File: src/rtl/copro_pkg.sv
package copro_pkg;
  localparam int unsigned HOST_AW = 24;

  localparam logic [HOST_AW-1:0] BUSREQ_LOC = 24'hA11100;
  localparam logic [HOST_AW-1:0] CRESET_LOC = 24'hA11200;
  localparam logic [HOST_AW-1:0] WRAM_MASK  = 24'hFF4000;
  localparam logic [HOST_AW-1:0] WRAM_BASE  = 24'hA00000;
  localparam logic [HOST_AW-1:0] BANK_MASK  = 24'hFF7F00;
  localparam logic [HOST_AW-1:0] BANK_BASE  = 24'hA06000;

  localparam logic [15:0] OPEN_BUS = 16'hFFFF;

  typedef struct packed {
    logic wram;
    logic bank;
    logic busreq;
    logic creset;
  } hit_t;

  typedef enum logic {
    SRC_HELD = 1'b0,
    SRC_WRAM = 1'b1
  } rsp_src_e;
endpackage

File: src/rtl/copro_addr_decode.sv
module copro_addr_decode
  import copro_pkg::*;
(
  input  logic [HOST_AW-1:0] addr,
  output hit_t               hit
);
  always_comb begin
    hit.wram   = (addr & WRAM_MASK) == WRAM_BASE;
    hit.bank   = (addr & BANK_MASK) == BANK_BASE;
    hit.busreq = addr == BUSREQ_LOC;
    hit.creset = addr == CRESET_LOC;
  end
endmodule

File: src/rtl/copro_busreq_ctrl.sv
module copro_busreq_ctrl #(
  parameter int unsigned WINDOW = 32
) (
  input  logic clk,
  input  logic rst_n,
  input  logic wr_busreq,
  input  logic wr_creset,
  input  logic wbit,
  output logic run,
  output logic busy,
  output logic rst_pulse
);
  localparam int unsigned CNT_W = $clog2(WINDOW + 1) + 1;
  localparam logic [CNT_W-1:0] WIN_LIM = CNT_W'(WINDOW);

  logic [CNT_W-1:0] cyc_q;
  logic [CNT_W-1:0] stamp_q;
  logic             aged_q;
  logic [CNT_W-1:0] elapsed;
  logic             stop_now;

  assign stop_now = wr_busreq && wbit && run;
  assign elapsed  = cyc_q - stamp_q;
  assign busy     = run || (!aged_q && (elapsed != '0) && (elapsed <= WIN_LIM));

  always_ff @(posedge clk) begin
    if (!rst_n) begin
      run       <= 1'b1;
      rst_pulse <= 1'b0;
      cyc_q     <= '0;
      stamp_q   <= '0;
      aged_q    <= 1'b1;
    end else begin
      cyc_q     <= cyc_q + 1'b1;
      rst_pulse <= wr_creset && !wbit;
      if (wr_busreq) run <= !wbit;
      if (stop_now) begin
        stamp_q <= cyc_q;
        aged_q  <= 1'b0;
      end else if (!aged_q && (elapsed > WIN_LIM)) begin
        aged_q  <= 1'b1;
      end
    end
  end

  assert_rst_pulse_src_R4: assert property (@(posedge clk) disable iff (!rst_n)
    rst_pulse |-> $past(wr_creset && !wbit));

  assert_busy_after_stop_R3: assert property (@(posedge clk) disable iff (!rst_n)
    $past(stop_now) |-> (busy && !run));
endmodule

File: src/rtl/copro_bank_shift.sv
module copro_bank_shift #(
  parameter int unsigned W = 9
) (
  input  logic         clk,
  input  logic         rst_n,
  input  logic         shift_en,
  input  logic         din,
  output logic [W-1:0] bank
);
  for (genvar i = 0; i < W; i++) begin : g_stage
    logic nxt;
    if (i == W - 1) begin : g_top
      assign nxt = din;
    end else begin : g_mid
      assign nxt = bank[i+1];
    end
    always_ff @(posedge clk) begin
      if (!rst_n)        bank[i] <= 1'b0;
      else if (shift_en) bank[i] <= nxt;
    end
  end

  assert_bank_shift_R5: assert property (@(posedge clk) disable iff (!rst_n)
    $past(shift_en) |-> (bank == {$past(din), $past(bank[W-1:1])}));

  assert_bank_hold_R5: assert property (@(posedge clk) disable iff (!rst_n)
    !$past(shift_en) |-> $stable(bank));
endmodule

File: src/rtl/copro_bus_ctrl.sv
module copro_bus_ctrl
  import copro_pkg::*;
#(
  parameter int unsigned RAM_AW       = 13,
  parameter int unsigned BANK_W       = 9,
  parameter int unsigned GRANT_WINDOW = 32
) (
  input  logic               clk,
  input  logic               rst_n,
  input  logic               req_valid,
  output logic               req_ready,
  input  logic               req_write,
  input  logic               req_word,
  input  logic [23:0]        req_addr,
  input  logic [15:0]        req_wdata,
  output logic               rsp_valid,
  input  logic               rsp_ready,
  output logic [15:0]        rsp_data,
  output logic               copro_run,
  output logic               copro_rst,
  output logic [BANK_W-1:0]  bank,
  output logic               ram_we,
  output logic               ram_re,
  output logic [RAM_AW-1:0]  ram_addr,
  output logic [7:0]         ram_wdata,
  input  logic [7:0]         ram_rdata
);
  hit_t       hit;
  logic       acc, wr_acc, rd_acc;
  logic [7:0] wbyte;
  logic       busy;
  logic [7:0] status_byte;

  rsp_src_e   src_q;
  logic [15:0] held_q;
  logic       rsp_valid_q;

  copro_addr_decode u_dec (
    .addr (req_addr),
    .hit  (hit)
  );

  assign req_ready = !rsp_valid_q || rsp_ready;
  assign acc       = req_valid && req_ready;
  assign wr_acc    = acc && req_write;
  assign rd_acc    = acc && !req_write;
  assign wbyte     = req_word ? req_wdata[15:8] : req_wdata[7:0];

  copro_busreq_ctrl #(.WINDOW(GRANT_WINDOW)) u_breq (
    .clk       (clk),
    .rst_n     (rst_n),
    .wr_busreq (wr_acc && hit.busreq),
    .wr_creset (wr_acc && hit.creset),
    .wbit      (wbyte[0]),
    .run       (copro_run),
    .busy      (busy),
    .rst_pulse (copro_rst)
  );

  copro_bank_shift #(.W(BANK_W)) u_bank (
    .clk      (clk),
    .rst_n    (rst_n),
    .shift_en (wr_acc && hit.bank),
    .din      (req_wdata[0]),
    .bank     (bank)
  );

  assign ram_we    = wr_acc && hit.wram && !copro_run;
  assign ram_re    = rd_acc && hit.wram;
  assign ram_addr  = req_addr[RAM_AW-1:0];
  assign ram_wdata = wbyte;

  assign status_byte = {1'b1, 6'b0, busy};

  always_ff @(posedge clk) begin
    if (!rst_n) begin
      rsp_valid_q <= 1'b0;
      src_q       <= SRC_HELD;
      held_q      <= OPEN_BUS;
    end else if (rd_acc) begin
      rsp_valid_q <= 1'b1;
      src_q       <= hit.wram ? SRC_WRAM : SRC_HELD;
      held_q      <= hit.busreq ? {status_byte, status_byte} : OPEN_BUS;
    end else if (rsp_ready) begin
      rsp_valid_q <= 1'b0;
    end
  end

  assign rsp_valid = rsp_valid_q;
  assign rsp_data  = (src_q == SRC_WRAM) ? {ram_rdata, ram_rdata} : held_q;

  assert_ram_gate_R6: assert property (@(posedge clk) disable iff (!rst_n)
    ram_we |-> (!copro_run && req_valid && req_write));

  assert_run_follows_R1: assert property (@(posedge clk) disable iff (!rst_n)
    $past(wr_acc && hit.busreq) |-> (copro_run == !$past(wbyte[0])));

  assert_rsp_hold_R10: assert property (@(posedge clk) disable iff (!rst_n)
    (rsp_valid && !rsp_ready) |=> (rsp_valid && $stable(rsp_data)));

  assert_write_no_rsp_R10: assert property (@(posedge clk) disable iff (!rst_n)
    (wr_acc && !rsp_valid) |=> !rsp_valid);
endmodule

File: config.mk
export PLATFORM = sky130hd
export DESIGN_NAME = copro_bus_ctrl
export DESIGN_NICKNAME = d
export VERILOG_FILES = /design/src/rtl/copro_pkg.sv /design/src/rtl/copro_addr_decode.sv /design/src/rtl/copro_busreq_ctrl.sv /design/src/rtl/copro_bank_shift.sv /design/src/rtl/copro_bus_ctrl.sv
export SDC_FILE = /design/constraint.sdc
export NUM_CORES = 1
export LEC_CHECK = 0
export CAP_MARGIN = 20
export CORE_MARGIN = 1
export CORE_UTILIZATION = 43
export DETAILED_ROUTE_END_ITERATION = 7
export GPL_TIMING_DRIVEN = 0
export HOLD_SLACK_MARGIN = 0.02
export PLACE_DENSITY = 0.95
export SLEW_MARGIN = 20
export SYNTH_ARGS = -nofsm -noshare
export SYNTH_HDL_FRONTEND = slang
export SYNTH_SLANG_ARGS = --single-unit
File: constraint.sdc
create_clock -name clk -period 3.9 [get_ports clk]
set_input_delay 0.78 -clock clk [delete_from_list [all_inputs] [get_ports clk]]
set_output_delay 0.78 -clock clk [all_outputs]
set_load 0.02 [all_outputs]
# After elaboration in Yosys (flattened, before gate mapping)
# Cells that the tools add are included.
# classes
addsub,2
magnitude_cmp,2
n_eq_ne,4
n_mux,8
n_reduce_logical,25
# op_table
op,n
$eq A24 B24 Y1 const B,2
$mux W16,1
$eq A15 B15 Y1 const B,1
$logic_and A1 B1 Y1,15
$mux W15,1
$eq A9 B9 Y1 const B,1
$mux W8,1
$add A7 B1 Y7 const B,1
$gt A7 B6 Y1 const B,1
$le A7 B6 Y1 const B,1
$reduce_bool A7 Y1,1
$sub A7 B7 Y7,1
$logic_not A1 Y1,5
$mux W1,5
$reduce_bool A2 Y1,2
$logic_or A1 B1 Y1,2
# word_totals
register_bits,44
in_bits,54
out_inout_bits,52
word_cells,58

# Longest topological paths before layout
# Gate-level depths: netlist (run 1).
# depth
ltp_word,8
ltp_mapped,8
mapped_depth_nobuf,8

# By module
# A second synthesis (run 1) with hierarchy kept.
# unflattened
hier_cells,234
hier_area_um2,1969.4
# modules_own_cells
mod,instances,cells_per_inst,area_each_um2,seq_area_each_um2
copro_busreq_ctrl,1,110,899.6,340.3
copro_bus_ctrl,1,71,553.0,80.1
copro_bank_shift,1,36,397.9,180.2
copro_addr_decode,1,17,118.9,0.0

# Worst setup path before layout (run 1)
# No wires, ideal clock.
# synth_path
path_kind,in2out
start,in rsp_ready
end,out ram_we
t_arrival_ns,1.731
t_required_ns,3.120
setup_slack_ns,1.389
stages,3
n_path_buf,0
cell_sequence,nand2b_1 -> nand3_2 -> nor3_1
# synth_via
elab_chain_cells,5
# synth_rtl
item,line_no,text
"start, declared",copro_bus_ctrl.sv:17,"input logic rsp_ready,"
$logic_or A1 B1 Y1,copro_bus_ctrl.sv:43,assign req_ready = !rsp_valid_q || rsp_ready;
$logic_and A1 B1 Y1,copro_bus_ctrl.sv:44,assign acc = req_valid && req_ready;
$logic_and A1 B1 Y1,copro_bus_ctrl.sv:45,assign wr_acc = acc && req_write;
$logic_and A1 B1 Y1 (2 in series),copro_bus_ctrl.sv:68,assign ram_we = wr_acc && hit.wram && !copro_run;
"end, declared",copro_bus_ctrl.sv:22,"output logic ram_we,"
# Every way passes these cells.

# Worst setup path in the final report (run 1)
# layout_path
start,in req_addr[17]
end,out ram_we
# layout_via
elab_chain_cells,3
# layout_rtl
item,line_no,text
"start, declared",copro_bus_ctrl.sv:14,"input logic [23:0] req_addr,"
$eq A9 B9 Y1,copro_addr_decode.sv:8,hit.wram = (addr & WRAM_MASK) == WRAM_BASE;
$logic_and A1 B1 Y1 (2 in series),copro_bus_ctrl.sv:68,
# Every way passes these cells.

==> impl_results.rst, run 1 <==
.. list-table::
   :header-rows: 1

   * - Metric
     - Value
   * - Worst skew pair latency
     - 0.28 ns
   * - CTS root buf
     - sky130_fd_sc_hd__clkbuf_8
   * - Worst Setup Path Type
     - input pin to primary output
   * - Syn_nets
     - 284
   * - Power per cell area
     - approximately 230 nW/um^2
   * - Total cell area at the placement stage
     - between 3000 and 4000 sq um
   * - Layout cell share with drive strength beyond 1
     - 0.165
   * - Cell-by-cell listing of the critical path
     - clkdlybuf4s50_1, nor3_1, nand3_1, nor3_1, clkdlybuf4s50_1
   * - Critical Path Fanout Max
     - 2
   * - Class of the most critical hold timing path
     - register to register
   * - Total length of routed wires
     - 5210 um
   * - Most used routing layer
     - met2
   * - Post-DP HPWL
     - 4310 um
   * - Clock power frac
     - 0.324
   * - CP Data Arrival Time
     - 2.50 ns
   * - Worst Reg2Reg Path Length in Cells
     - 8
   * - Area of combinational cells with multiple inputs
     - between 1000 and 1500 sq um
   * - Antenna Cells
     - 0
   * - Setup skew after layout
     - 0.00460 ns
   * - Total of endpoints with negative setup slack in the final report
     - 0
   * - CP top delay family
     - buffers and inverters
   * - Detailed-route DRC error count
     - 0
   * - Most instantiated flip-flop cell in the synthesis netlist
     - sky130_fd_sc_hd__dfxtp_1
   * - Achievable frequency
     - 305 MHz
   * - I/O pin total
     - 106
   * - H-tree depth
     - 2
   * - Area share of the leading cell type in the synthesized netlist
     - 0.303
   * - Clk sink count
     - 30
   * - Switch Pwr
     - approximately 0.18 mW
   * - Data required, critical path
     - about 3.1 ns
   * - Buffer depth of the longest clock path
     - 2
   * - Part of the cycle the worst path needs
     - 0.840
   * - R2R Setup Slk
     - 1.70 ns
   * - Internal power contribution
     - between 0.5 and 0.6 mW
   * - Floorplan core area
     - 4380 sq um
   * - Final routed wire length divided by cell count
     - 13.5 um
   * - Most common library cell in the layout ignoring fill and taps
     - sky130_fd_sc_hd__clkdlybuf4s50_1
   * - Post-synth EDFFs
     - 0
   * - Synth Instances
     - 223
   * - Maximum number of pins on one net before global-route repair
     - 11
   * - Max-slew violation total from the final report
     - 0
   * - Cell types occupying the most area after synthesis
     - sky130_fd_sc_hd__dfxtp_1 30%, sky130_fd_sc_hd__buf_4 12%, sky130_fd_sc_hd__mux2i_1 8.6%
   * - Vertical die dimension
     - approximately 70 um
   * - Number of buffers added on ports
     - 104
   * - Sequential element share of the synthesized area
     - 0.303
   * - TritonCTS clock tree
     - done
   * - Global routing usage summed across all routing layers
     - 0.225
   * - Post-synthesis cell area
     - 1980 sq um
   * - Filler cell count
     - 325
   * - Max-cap check violation count
     - 0
   * - Buffers plus inverters on the worst setup path
     - 2
   * - First-pass iteration count of the detailed router
     - 4
   * - Via total after detailed routing
     - about 2000
   * - Hold-fix buffer count after cts
     - 0
   * - Kind of start point of the critical path
     - input pin
   * - Number of cells on the critical path
     - 5
   * - Sequential cell fraction of total power
     - 0.440
   * - DRC violation total after the first TritonRoute iteration
     - 42
   * - Initial antenna violation count
     - 0
   * - Sw Ratio
     - 0.246
   * - Number of buffers inserted during clock tree synthesis
     - 5
   * - Count of antenna-violating nets left after detailed routing
     - 0
   * - Clock-pin transition on the worst setup and hold timing paths
     - 0.06 ns
   * - Vias in the first global route
     - 2049
   * - Synth cell types
     - 46
   * - Net total in the final layout
     - 395
   * - Worst hold stages
     - 1
   * - Final-layout setup total negative slack
     - 0 ns
   * - Width of the die
     - 69.9 um
   * - Final Hold Fails
     - 0
   * - Max_slew headroom
     - 0.677
   * - Fraction of met2 tracks used by global routing
     - 0.444
   * - Status
     - finished, final reports clean
   * - Storage cell area
     - between 600 and 700 sq um
   * - Synthesized flop and latch total
     - 30
   * - Post-layout instance area
     - 3160 sq um
   * - Area enclosed by the die boundary
     - 4880 sq um
   * - Total overflow reported by the global router
     - 0
   * - Initial Util
     - 0.452
   * - Number of cells upsized or downsized after cts
     - 0
   * - Cell accounting for the most synthesized area
     - sky130_fd_sc_hd__dfxtp_1
   * - Via count normalized by instance count
     - 5.05
   * - Setup repair after global routing missed its margin
     - false
   * - Standard-cell rows
     - 24
   * - Worst ir drop on vdd
     - between 0.15 and 0.2 mV
   * - Placement-stage worst setup slack
     - 0.652 ns
   * - Kind of end point of the critical path
     - primary output
   * - Period minus WS final
     - 3.28 ns
   * - Combinational fraction of design power
     - 0.237
   * - First-pass GRT wire length
     - 8920 um
   * - Count of buffers added by post-CTS timing repair for setup
     - 0
   * - Worst Setup Slack, final
     - 0.624 ns
   * - CP max stage cell
     - sky130_fd_sc_hd__clkdlybuf4s50_1
   * - Leakage
     - roughly 1.2 nW
   * - GPL Wtd Cong
     - 0.829
   * - Met1 GRT Util
     - 0.212
   * - Transition time at the pin with the least slew margin
     - 0.484 ns
   * - Synthesized area per cell
     - 8.89 sq um
   * - Met3 Use GR
     - 0.0765
   * - Post-synth ARST share
     - 0
   * - Highest-count cells in the layout ignoring fill and taps
     - 104 x sky130_fd_sc_hd__clkdlybuf4s50_1, 31 x sky130_fd_sc_hd__buf_4, 30 x sky130_fd_sc_hd__dfxtp_1, 22 x sky130_fd_sc_hd__nor2b_1, 19 x sky130_fd_sc_hd__nand2_1
   * - Count of yosys warnings during synthesis
     - 0
   * - Area added between synthesis and finish
     - 59.7%
   * - Slowest stage delay, CP
     - 0.64 ns
-- power groups by stage --
stage          combinational [mW]  clock, mW  sequential [mW]
3_3_place_gp                0.165          0            0.320
6_report                    0.168      0.230            0.313
4_1_cts                     0.169      0.232            0.313
5_1_grt                     0.180      0.251            0.314
3_5_place_dp                0.168          0            0.320
2_1_floorplan              0.0745          0            0.320
-- cell type report --
class,count,area share
buffer,36,0.0822
tap,52,0.0206
clock buffer,7,0.0241
inverter,9,0.0107
sequential,30,0.190
timing repair buffer,104,0.329
multi-input combinational,148,0.344
-- path summary, 6_finish.rpt --
check | to | startpoint
setup / recovery | ram_we | req_addr[17]
hold / removal | u_breq.cyc_q[0]$_SDFF_PN0_ | u_breq.cyc_q[0]$_SDFF_PN0_
setup reg to reg | held_q[8]$_SDFFE_PN1P_ | u_breq.stamp_q[1]$_SDFFE_PN0P_
hold reg to reg | u_breq.cyc_q[0]$_SDFF_PN0_ | u_breq.cyc_q[0]$_SDFF_PN0_
-- kinds of logic after synthesis --
family / Yosys count / share of synthesized area
and+or+nand+nor: 89 / 0.268
muxes: 26 / 0.137
xor gates and xnor gates: 8 / 0.0354
AOI/OAI and AO/OA: 18 / 0.0644
adders and majority gates: 7 / 0.0442
DFF: 30 / 0.303
buffers and inverters: 45 / 0.148
-- metrics by stage --
| stage | util | total power, mW | std cells | hold slack (ns) |
|---|---|---|---|---|
| final | 0.722 | 0.712 | 386 | 0.500 |
| after floorplan | - | 0.394 | 223 | 0.446 |
| after global routing | 0.722 | 0.746 | 386 | 0.534 |
| after global placement | 0.704 | 0.484 | 379 | 0.465 |
| after CTS | 0.722 | 0.715 | 386 | 0.504 |
| after detailed placement | 0.704 | 0.488 | 379 | 0.486 |
-- cells in the mapped netlist, drive strengths merged, types with 2 or more instances --
cell,n
ha,7
dfxtp,30
xor2,2
clkbuf,3
nand3b,2
xnor2,6
o21ai,3
inv,9
nand2,19
or3,3
nor3,7
nor2b,22
a21oi,3
and2,4
a31oi,2
mux2i,17
nor3b,2
nor2,6
buf,32
and3,2
nand2b,5
nand3,6
mux2,9
a21boi,2
nor4,4
o221ai,2
-- state kept, by name, indices dropped and copies added (netlist names) --
name	flops
held_q	2
u_breq.rst_pulse	1
u_breq.cyc_q	7
u_bank.bank	1
src_q	1
rsp_valid	1
u_breq.aged_q	1
u_breq.stamp_q	7
u_bank.g_stage.nxt	8
u_breq.run	1
-- routing by layer --
metal  share of wire  vias to the layer above
li1                -                      957
met1            0.36                      909
met2            0.54                       70
met3           0.070                       15
met4           0.021                        0
met5               0                        -
(Power assumes the default switching activity.)
==> inputs of run 2 (changes only) <==
--- a/config.mk
+++ b/config.mk
@@ -7,11 +7,11 @@
 export LEC_CHECK = 0
 export CAP_MARGIN = 20
 export CORE_MARGIN = 1
-export CORE_UTILIZATION = 43
+export CORE_UTILIZATION = 39
 export DETAILED_ROUTE_END_ITERATION = 7
 export GPL_TIMING_DRIVEN = 0
 export HOLD_SLACK_MARGIN = 0.02
-export PLACE_DENSITY = 0.95
+export PLACE_DENSITY = 0.9
 export SLEW_MARGIN = 20
 export SYNTH_ARGS = -nofsm -noshare
 export SYNTH_HDL_FRONTEND = slang
==> constraint.sdc (replaced) <==
create_clock -name clk -period 3.1 [get_ports clk]
set_input_delay 0.62 -clock clk [delete_from_list [all_inputs] [get_ports clk]]
set_output_delay 0.62 -clock clk [all_outputs]
set_load 0.02 [all_outputs]
==> impl_results.rst, run 2 (same netlist as run 1, synthesis figures left out) <==
.. list-table::
   :header-rows: 1

   * - Metric
     - Value
   * - Filler cell count
     - 394 (+21%)
   * - GPL Wtd Cong
     - 0.741 (-11%)
   * - Final Hold Fails
     - 0 (unchanged)
   * - CP Data Arrival Time
     - 2.31 ns (-0.19 ns)
   * - Global routing usage summed across all routing layers
     - 0.201 (-0.0235)
   * - Period minus WS final
     - 2.93 ns
   * - Hold-fix buffer count after cts
     - 0 (unchanged)
   * - Placement-stage worst setup slack
     - 0.182 ns (-0.470 ns)
   * - Via total after detailed routing
     - 1913 (-1.9%)
   * - Clk sink count
     - 30 (unchanged)
   * - Maximum number of pins on one net before global-route repair
     - 11 (unchanged)
   * - Part of the cycle the worst path needs
     - 0.945
   * - Leakage
     - 1.21 nW (+1.6%)
   * - DRC violation total after the first TritonRoute iteration
     - 52 (+24%)
   * - First-pass GRT wire length
     - 8290 um (-7.0%)
   * - Met2 wirelength from detailed routing
     - 2660 um (-6.3%)
   * - Initial antenna violation count
     - 0 (unchanged)
   * - Total of endpoints with negative setup slack in the final report
     - 0 (unchanged)
   * - Cell-by-cell listing of the critical path
     - clkdlybuf4s50_1, nand2b_1, nand3b_2, nor2_1, clkdlybuf4s50_1
   * - Number of buffers inserted during clock tree synthesis
     - 5 (unchanged)
   * - Max-cap check violation count
     - 0 (unchanged)
   * - Kind of end point of the critical path
     - primary output
   * - Routed metal-1 wire length
     - 1960 um (+3.4%)
   * - Initial Util
     - 0.411 (-0.0406)
   * - Antenna Cells
     - 0 (unchanged)
   * - Total overflow reported by the global router
     - 0 (unchanged)
   * - Most common library cell in the layout ignoring fill and taps
     - sky130_fd_sc_hd__clkdlybuf4s50_1
   * - Final routed wire length divided by cell count
     - 12.7 um (-5.7%)
   * - Total length of routed wires
     - 5110 um (-2.0%)
   * - Number of buffers added on ports
     - 104 (unchanged)
   * - Worst Setup Path Type
     - input pin to primary output
   * - Buffer depth of the longest clock path
     - 2 (unchanged)
   * - Highest-count cells in the layout ignoring fill and taps
     - 104 x sky130_fd_sc_hd__clkdlybuf4s50_1, 31 x sky130_fd_sc_hd__buf_4, 30 x sky130_fd_sc_hd__dfxtp_1, 22 x sky130_fd_sc_hd__nor2b_1, 19 x sky130_fd_sc_hd__nand2_1
   * - Clock-pin transition on the worst setup and hold timing paths
     - 0.05 ns (about the same)
   * - Slowest stage delay, CP
     - 0.66 ns (+0.02 ns)
   * - Final-layout setup total negative slack
     - 0 ns (unchanged)
   * - Data required, critical path
     - 2.48 ns (-0.64 ns)
   * - Cell count after placement
     - 394 (+4.0%)
   * - Count of buffers added by post-CTS timing repair for setup
     - 0 (unchanged)
   * - Power per cell area
     - 310 nW/um^2 (+38%)
   * - H-tree depth
     - 2 (unchanged)
   * - Setup repair after global routing missed its margin
     - false
   * - Met3 WL post-DR
     - 398 um (+9.0%)
   * - Storage cell area
     - 601 sq um (unchanged)
   * - Vertical die dimension
     - 73.3 um (+4.9%)
   * - Status
     - finished, final reports clean
   * - CP max stage cell
     - sky130_fd_sc_hd__clkdlybuf4s50_1
   * - Area enclosed by the die boundary
     - 5370 sq um (+10%)
   * - Via count normalized by instance count
     - 4.77 (-5.6%)
   * - Worst skew pair latency
     - 0.28 ns (about the same)
   * - Max FFs per register
     - 8 (unchanged)
   * - Number of cells upsized or downsized after cts
     - 0 (unchanged)
   * - Achievable frequency
     - 341 MHz
   * - Area added between synthesis and finish
     - 62.4%
   * - Setup skew after layout
     - 0.00700 ns (+0.00240 ns)
   * - Detailed-route DRC error count
     - 0 (unchanged)
   * - Class of the most critical hold timing path
     - register to register
   * - Worst ir drop on vdd
     - 0.237 mV (+49%)
   * - Vias in the first global route
     - 1857 (-9.4%)
   * - Standard-cell rows
     - 25 (+4.2%)
   * - Critical Path Fanout Max
     - 7 (+5)
   * - Top sig layer
     - met4
   * - Kind of start point of the critical path
     - input pin
   * - Transition time at the pin with the least slew margin
     - 0.455 ns (-0.0289 ns)
   * - Count of antenna-violating nets left after detailed routing
     - 0 (unchanged)
   * - Final Hold Slack
     - 0.502 ns (+0.00184 ns)
   * - Width of the die
     - 73.3 um (+4.9%)
   * - Layout cell share with drive strength beyond 1
     - 0.171 (+0.00599)
   * - Floorplan core area
     - 4820 sq um (+9.9%)
   * - TritonCTS clock tree
     - done
   * - Worst Setup Slack, final
     - 0.170 ns (-0.454 ns)
   * - I/O pin total
     - 106 (unchanged)
   * - Finished Layout Cells
     - 401 (+3.9%)
   * - CTS root buf
     - sky130_fd_sc_hd__clkbuf_8
   * - Area of combinational cells with multiple inputs
     - 1090 sq um (unchanged)
   * - Post-DP HPWL
     - 4230 um (-1.9%)
   * - Net total in the final layout
     - 395 (unchanged)
   * - Max_slew headroom
     - 0.697 (+0.0203)
   * - Cell mode on critical path
     - sky130_fd_sc_hd__clkdlybuf4s50_1
   * - First-pass iteration count of the detailed router
     - 4 (unchanged)
   * - Max-slew violation total from the final report
     - 0 (unchanged)
## run 2: cell count changes in the layout (fill, tap and decap cells not counted)
cell / delta
sky130_fd_sc_hd__clkbuf_8: +1
sky130_fd_sc_hd__clkbuf_1: -2
sky130_fd_sc_hd__bufinv_16: +1
## run 2: stage by stage
stage	utilization	power, mW	instance area (sq um)
3_3_place_gp	0.645	0.610	3110
2_1_floorplan	-	0.496	1980
4_1_cts	0.668	1.00	3220
6_report	0.668	0.998	3220
5_1_grt	0.668	1.04	3220
3_5_place_dp	0.645	0.614	3110
## run 2: power breakdown
| group | internal, mW | leakage, nW | switching [mW] |
|---|---|---|---|
| clock | 0.257 | 0.0573 | 0.136 |
| sequential | 0.390 | 0.243 | 0.00466 |
| combinational | 0.131 | 0.909 | 0.0798 |
## run 2: metal layers
layer	vias to the layer above	track usage
li1	959	-
met3	11	0.0700
met4	0	0.0588
met5	-	0
met2	66	0.381
met1	877	0.207
## run 2: cell type report
type / instances / share of cell area
Tap cell: 67 / 0.0260
Inverter: 9 / 0.0105
Multi-Input combinational cell: 148 / 0.338
Clock buffer: 6 / 0.0257
Clock inverter: 1 / 0.00933
Timing Repair Buffer: 104 / 0.323
Buffer: 36 / 0.0808
Sequential cell: 30 / 0.187
## run 2: worst paths after layout
path                                                     start                       to  slack (ns)  cells after the start
worst max-delay path                                 rsp_ready                   ram_re        0.17                      5
worst min-delay path                   held_q[13]$_SDFFE_PN1P_  held_q[13]$_SDFFE_PN1P_        0.50                      2
worst max register to register  u_breq.stamp_q[1]$_SDFFE_PN0P_   held_q[8]$_SDFFE_PN1P_        0.87                      8
worst min register to register         held_q[13]$_SDFFE_PN1P_  held_q[13]$_SDFFE_PN1P_        0.50                      2
## run 2: critical path, delay by kind of cell
kind	cells	cell delay, ns
buffers and inverters	2	1.11
and+or+nand+nor	3	0.58
==> inputs of run 3 (changes only) <==
--- a/config.mk
+++ b/config.mk
@@ -5,14 +5,16 @@
 export SDC_FILE = /design/constraint.sdc
 export NUM_CORES = 1
 export LEC_CHECK = 0
+export ABC_AREA = 1
 export CAP_MARGIN = 20
 export CORE_MARGIN = 1
-export CORE_UTILIZATION = 39
+export CORE_UTILIZATION = 45
 export DETAILED_ROUTE_END_ITERATION = 7
 export GPL_TIMING_DRIVEN = 0
 export HOLD_SLACK_MARGIN = 0.02
-export PLACE_DENSITY = 0.9
+export PLACE_DENSITY = 0.95
 export SLEW_MARGIN = 20
 export SYNTH_ARGS = -nofsm -noshare
 export SYNTH_HDL_FRONTEND = slang
+export SYNTH_HIERARCHICAL = 1
 export SYNTH_SLANG_ARGS = --single-unit
==> constraint.sdc (replaced) <==
create_clock -name clk -period 3.8 [get_ports clk]
set_input_delay 0.76 -clock clk [delete_from_list [all_inputs] [get_ports clk]]
set_output_delay 0.76 -clock clk [all_outputs]
set_load 0.02 [all_outputs]
==> impl_results.rst, run 3 <==
.. list-table::
   :header-rows: 1

   * - Metric
     - Value
   * - Status
     - finished, final reports clean
   * - Clk sink count
     - 30 (unchanged)
   * - Total length of routed wires
     - 5930 um (+16%)
   * - Setup repair after global routing missed its margin
     - false
   * - Max FFs per register
     - 8 (unchanged)
   * - Width of the die
     - 73.3 um (about the same)
   * - First-pass GRT wire length
     - 9650 um (+16%)
   * - Detailed-route DRC error count
     - 0 (unchanged)
   * - Power per cell area
     - 250 nW/um^2 (-19%)
   * - Filler cell count
     - 381 (-3.3%)
   * - Post-DP HPWL
     - 4600 um (+8.9%)
   * - Via count normalized by instance count
     - 4.66 (-2.3%)
   * - I/O pin total
     - 106 (unchanged)
   * - Cell-by-cell listing of the critical path
     - clkdlybuf4s50_1, nor3b_4, nand3_1, nor2_1, nand4_1, inv_1, clkdlybuf4s50_1
   * - Post-synthesis cell area
     - 2290 sq um (+15%)
   * - Synth cell types
     - 28 (-39%)
   * - Clock-pin transition on the worst setup and hold timing paths
     - 0.06 ns (about the same)
   * - Number of cells upsized or downsized after cts
     - 0 (unchanged)
   * - Max_slew headroom
     - 0.663 (-0.0342)
   * - Vertical die dimension
     - 73.3 um (about the same)
   * - Most instantiated flip-flop cell in the synthesis netlist
     - sky130_fd_sc_hd__dfxtp_1
   * - Total overflow reported by the global router
     - 0 (unchanged)
   * - Global routing usage summed across all routing layers
     - 0.230 (+0.0290)
   * - Buffers plus inverters on the worst setup path
     - 3 (+1)
   * - First-pass iteration count of the detailed router
     - 4 (unchanged)
   * - Kind of start point of the critical path
     - input pin
   * - Period minus WS final
     - between 3 and 4 ns
   * - Initial antenna violation count
     - 0 (unchanged)
   * - Synthesized flop and latch total
     - 30 (unchanged)
   * - Worst ir drop on vdd
     - 0.195 mV (-18%)
   * - Post-synth ARST share
     - 0 (unchanged)
   * - CP max stage cell
     - sky130_fd_sc_hd__clkdlybuf4s50_1
   * - Slowest stage delay, CP
     - 0.61 ns (-0.05 ns)
   * - CP top delay family
     - buffers and inverters
   * - Synth Instances
     - 334 (+50%)
   * - Highest-count cells in the layout ignoring fill and taps
     - 104 x sky130_fd_sc_hd__clkdlybuf4s50_1, 82 x sky130_fd_sc_hd__nand2_1, 51 x sky130_fd_sc_hd__inv_1, 37 x sky130_fd_sc_hd__nor2_1
   * - Area added between synthesis and finish
     - 54.0%
   * - Leakage
     - 1.58 nW (+31%)
   * - Post-synth EDFFs
     - 0 (unchanged)
   * - Layout cell share with drive strength beyond 1
     - 0.195 (+0.0244)
   * - Antenna Cells
     - 0 (unchanged)
   * - Max-slew violation total from the final report
     - 0 (unchanged)
   * - Final Hold Fails
     - 0 (unchanged)
   * - Setup skew after layout
     - 0.00672 ns (-0.000282 ns)
   * - CTS root buf
     - sky130_fd_sc_hd__clkbuf_8
   * - Count of yosys warnings during synthesis
     - 6 (+6)
   * - Transition time at the pin with the least slew margin
     - 0.504 ns (+0.0497 ns)
   * - Storage cell area
     - 601 sq um (unchanged)
   * - Max-cap check violation count
     - 0 (unchanged)
   * - Area of combinational cells with multiple inputs
     - 1190 sq um (+9.1%)
   * - Total of endpoints with negative setup slack in the final report
     - 0 (unchanged)
   * - Vias in the first global route
     - 2361 (+27%)
   * - Placement-stage worst setup slack
     - 0.505 ns (+0.323 ns)
   * - H-tree depth
     - 2 (unchanged)
   * - Hold-fix buffer count after cts
     - 0 (unchanged)
   * - Initial Util
     - 0.475 (+0.0636)
   * - Via total after detailed routing
     - 2390 (+25%)
   * - Worst skew pair latency
     - 0.28 ns (about the same)
   * - Most common library cell in the layout ignoring fill and taps
     - sky130_fd_sc_hd__clkdlybuf4s50_1
   * - Cell types occupying the most area after synthesis
     - sky130_fd_sc_hd__dfxtp_1 26%, sky130_fd_sc_hd__nand2_1 13%, sky130_fd_sc_hd__buf_4 9.8%
   * - Sequential element share of the synthesized area
     - 0.262 (-0.0406)
   * - Critical Path Fanout Max
     - 3 (-4)
   * - Most frequently used cell type in the post-synthesis netlist
     - sky130_fd_sc_hd__nand2_1
   * - Class of the most critical hold timing path
     - register to register
   * - Count of buffers added by post-CTS timing repair for setup
     - 0 (unchanged)
   * - Data required, critical path
     - 3.04 ns (+0.56 ns)
   * - Cell accounting for the most synthesized area
     - sky130_fd_sc_hd__dfxtp_1
   * - CP Data Arrival Time
     - 2.57 ns (+0.26 ns)
   * - Floorplan core area
     - 4820 sq um (unchanged)
   * - Final routed wire length divided by cell count
     - 11.6 um (-9.3%)
   * - Final-layout setup total negative slack
     - 0 ns (unchanged)
   * - Standard-cell rows
     - 25 (unchanged)
   * - Synthesized area per cell
     - 6.85 sq um (-23%)
   * - Net total in the final layout
     - 506 (+28%)
   * - Area enclosed by the die boundary
     - 5370 sq um (about the same)
   * - Top cells by instance count after synthesis
     - 82 x sky130_fd_sc_hd__nand2_1, 51 x sky130_fd_sc_hd__inv_1, 37 x sky130_fd_sc_hd__nor2_1
   * - TritonCTS clock tree
     - done
   * - GPL Wtd Cong
     - 0.778 (+4.9%)
   * - Maximum number of pins on one net before global-route repair
     - 13 (+2)
   * - Cell mode on critical path
     - sky130_fd_sc_hd__clkdlybuf4s50_1
   * - DRC violation total after the first TritonRoute iteration
     - 117 (+130%)
   * - Kind of end point of the critical path
     - primary output
   * - Number of buffers inserted during clock tree synthesis
     - 5 (unchanged)
   * - Part of the cycle the worst path needs
     - 0.876
   * - Achievable frequency
     - 300 MHz
   * - Count of antenna-violating nets left after detailed routing
     - 0 (unchanged)
   * - Worst Setup Slack, final
     - 0.472 ns (+0.302 ns)
   * - Worst Setup Path Type
     - input pin to primary output
   * - Syn_nets
     - 395 (+39%)
   * - Area share of the leading cell type in the synthesized netlist
     - 0.262 (-0.0406)
   * - Buffer depth of the longest clock path
     - 2 (unchanged)
   * - Number of buffers added on ports
     - 104 (unchanged)
-- run 3: cell types whose count changed after synthesis, sizes merged, moves of 5 or more --
cell	previous run	this run
nand2	19	91
a21oi	3	15
nor3	7	0
nand2b	5	0
o21ai	3	11
xnor2	6	1
nor2	6	53
nor2b	22	0
inv	9	52
nand3	6	20
mux2i	17	0
-- run 3: power breakdown --
part           switching (mW)  leakage [nW]  internal, mW  total [mW]
Sequential            0.00486         0.243         0.319       0.324
Clock                   0.114        0.0575         0.183       0.297
Combinational           0.117          1.28         0.144       0.261
-- run 3: kinds of logic (layout without fill, tap and decap cells) --
family,count (synthesis),after routing,synth area share
xor+xnor,1,1,0.00383
compound gates,27,27,0.0601
buf+inv,89,201,0.219
simple gates,172,172,0.364
mux,8,8,0.0525
flops,30,30,0.262
fa+ha+maj,7,7,0.0383
-- run 3: worst reg2reg max path, stage by stage, from the launching register on --
cell and delay (ns):
sky130_fd_sc_hd__dfxtp_1 0.35, sky130_fd_sc_hd__ha_1 0.38, sky130_fd_sc_hd__or2_4 0.29, sky130_fd_sc_hd__nand3_2 0.10, sky130_fd_sc_hd__nand3_1 0.07, sky130_fd_sc_hd__nand2_1 0.09
sky130_fd_sc_hd__nand2_2 0.06, sky130_fd_sc_hd__nand3_1 0.07, sky130_fd_sc_hd__nand2_1 0.05, sky130_fd_sc_hd__or2_1 0.22, sky130_fd_sc_hd__nand2_1 0.08, sky130_fd_sc_hd__nand3_2 0.05
-- run 3: final timing paths --
path,slack [ns],to,depth (start not counted),from
worst min register to register,0.46,u_breq/stamp_q[1]$_SDFFE_PN0P_,2,u_breq/stamp_q[1]$_SDFFE_PN0P_
worst max-delay path,0.47,ram_re,7,req_addr[17]
worst min-delay path,0.46,u_breq/stamp_q[1]$_SDFFE_PN0P_,2,u_breq/stamp_q[1]$_SDFFE_PN0P_
worst max register to register,1.87,held_q[8]$_SDFFE_PN1P_,11,u_breq/cyc_q[2]$_SDFF_PN0_
-- run 3: layout make-up --
cell class,instances,area share
Buffer,36,0.0859
Sequential cell,30,0.170
Tap cell,67,0.0238
Clock buffer,8,0.0313
Inverter,53,0.0565
Multi-Input combinational cell,215,0.337
Timing Repair Buffer,104,0.295
-- run 3: stage by stage --
step / instances / power, mW / utilization / area, sq um / hold slack [ns]
after floorplan: 334 / 0.468 / - / 2290 / 0.427
after global placement: 505 / 0.581 / 0.709 / 3410 / 0.438
after detailed placement: 505 / 0.590 / 0.709 / 3410 / 0.448
after CTS: 513 / 0.888 / 0.731 / 3520 / 0.458
after global routing: 513 / 0.922 / 0.731 / 3520 / 0.489
final: 513 / 0.882 / 0.731 / 3520 / 0.462
-- run 3: routing by layer --
metal | track usage | share of wire | routed length [um]
met4 | 0.0940 | 0.013 | 78
met3 | 0.0508 | 0.072 | 424
met1 | 0.237 | 0.38 | 2280
met2 | 0.445 | 0.53 | 3140
met5 | 0 | 0 | 0
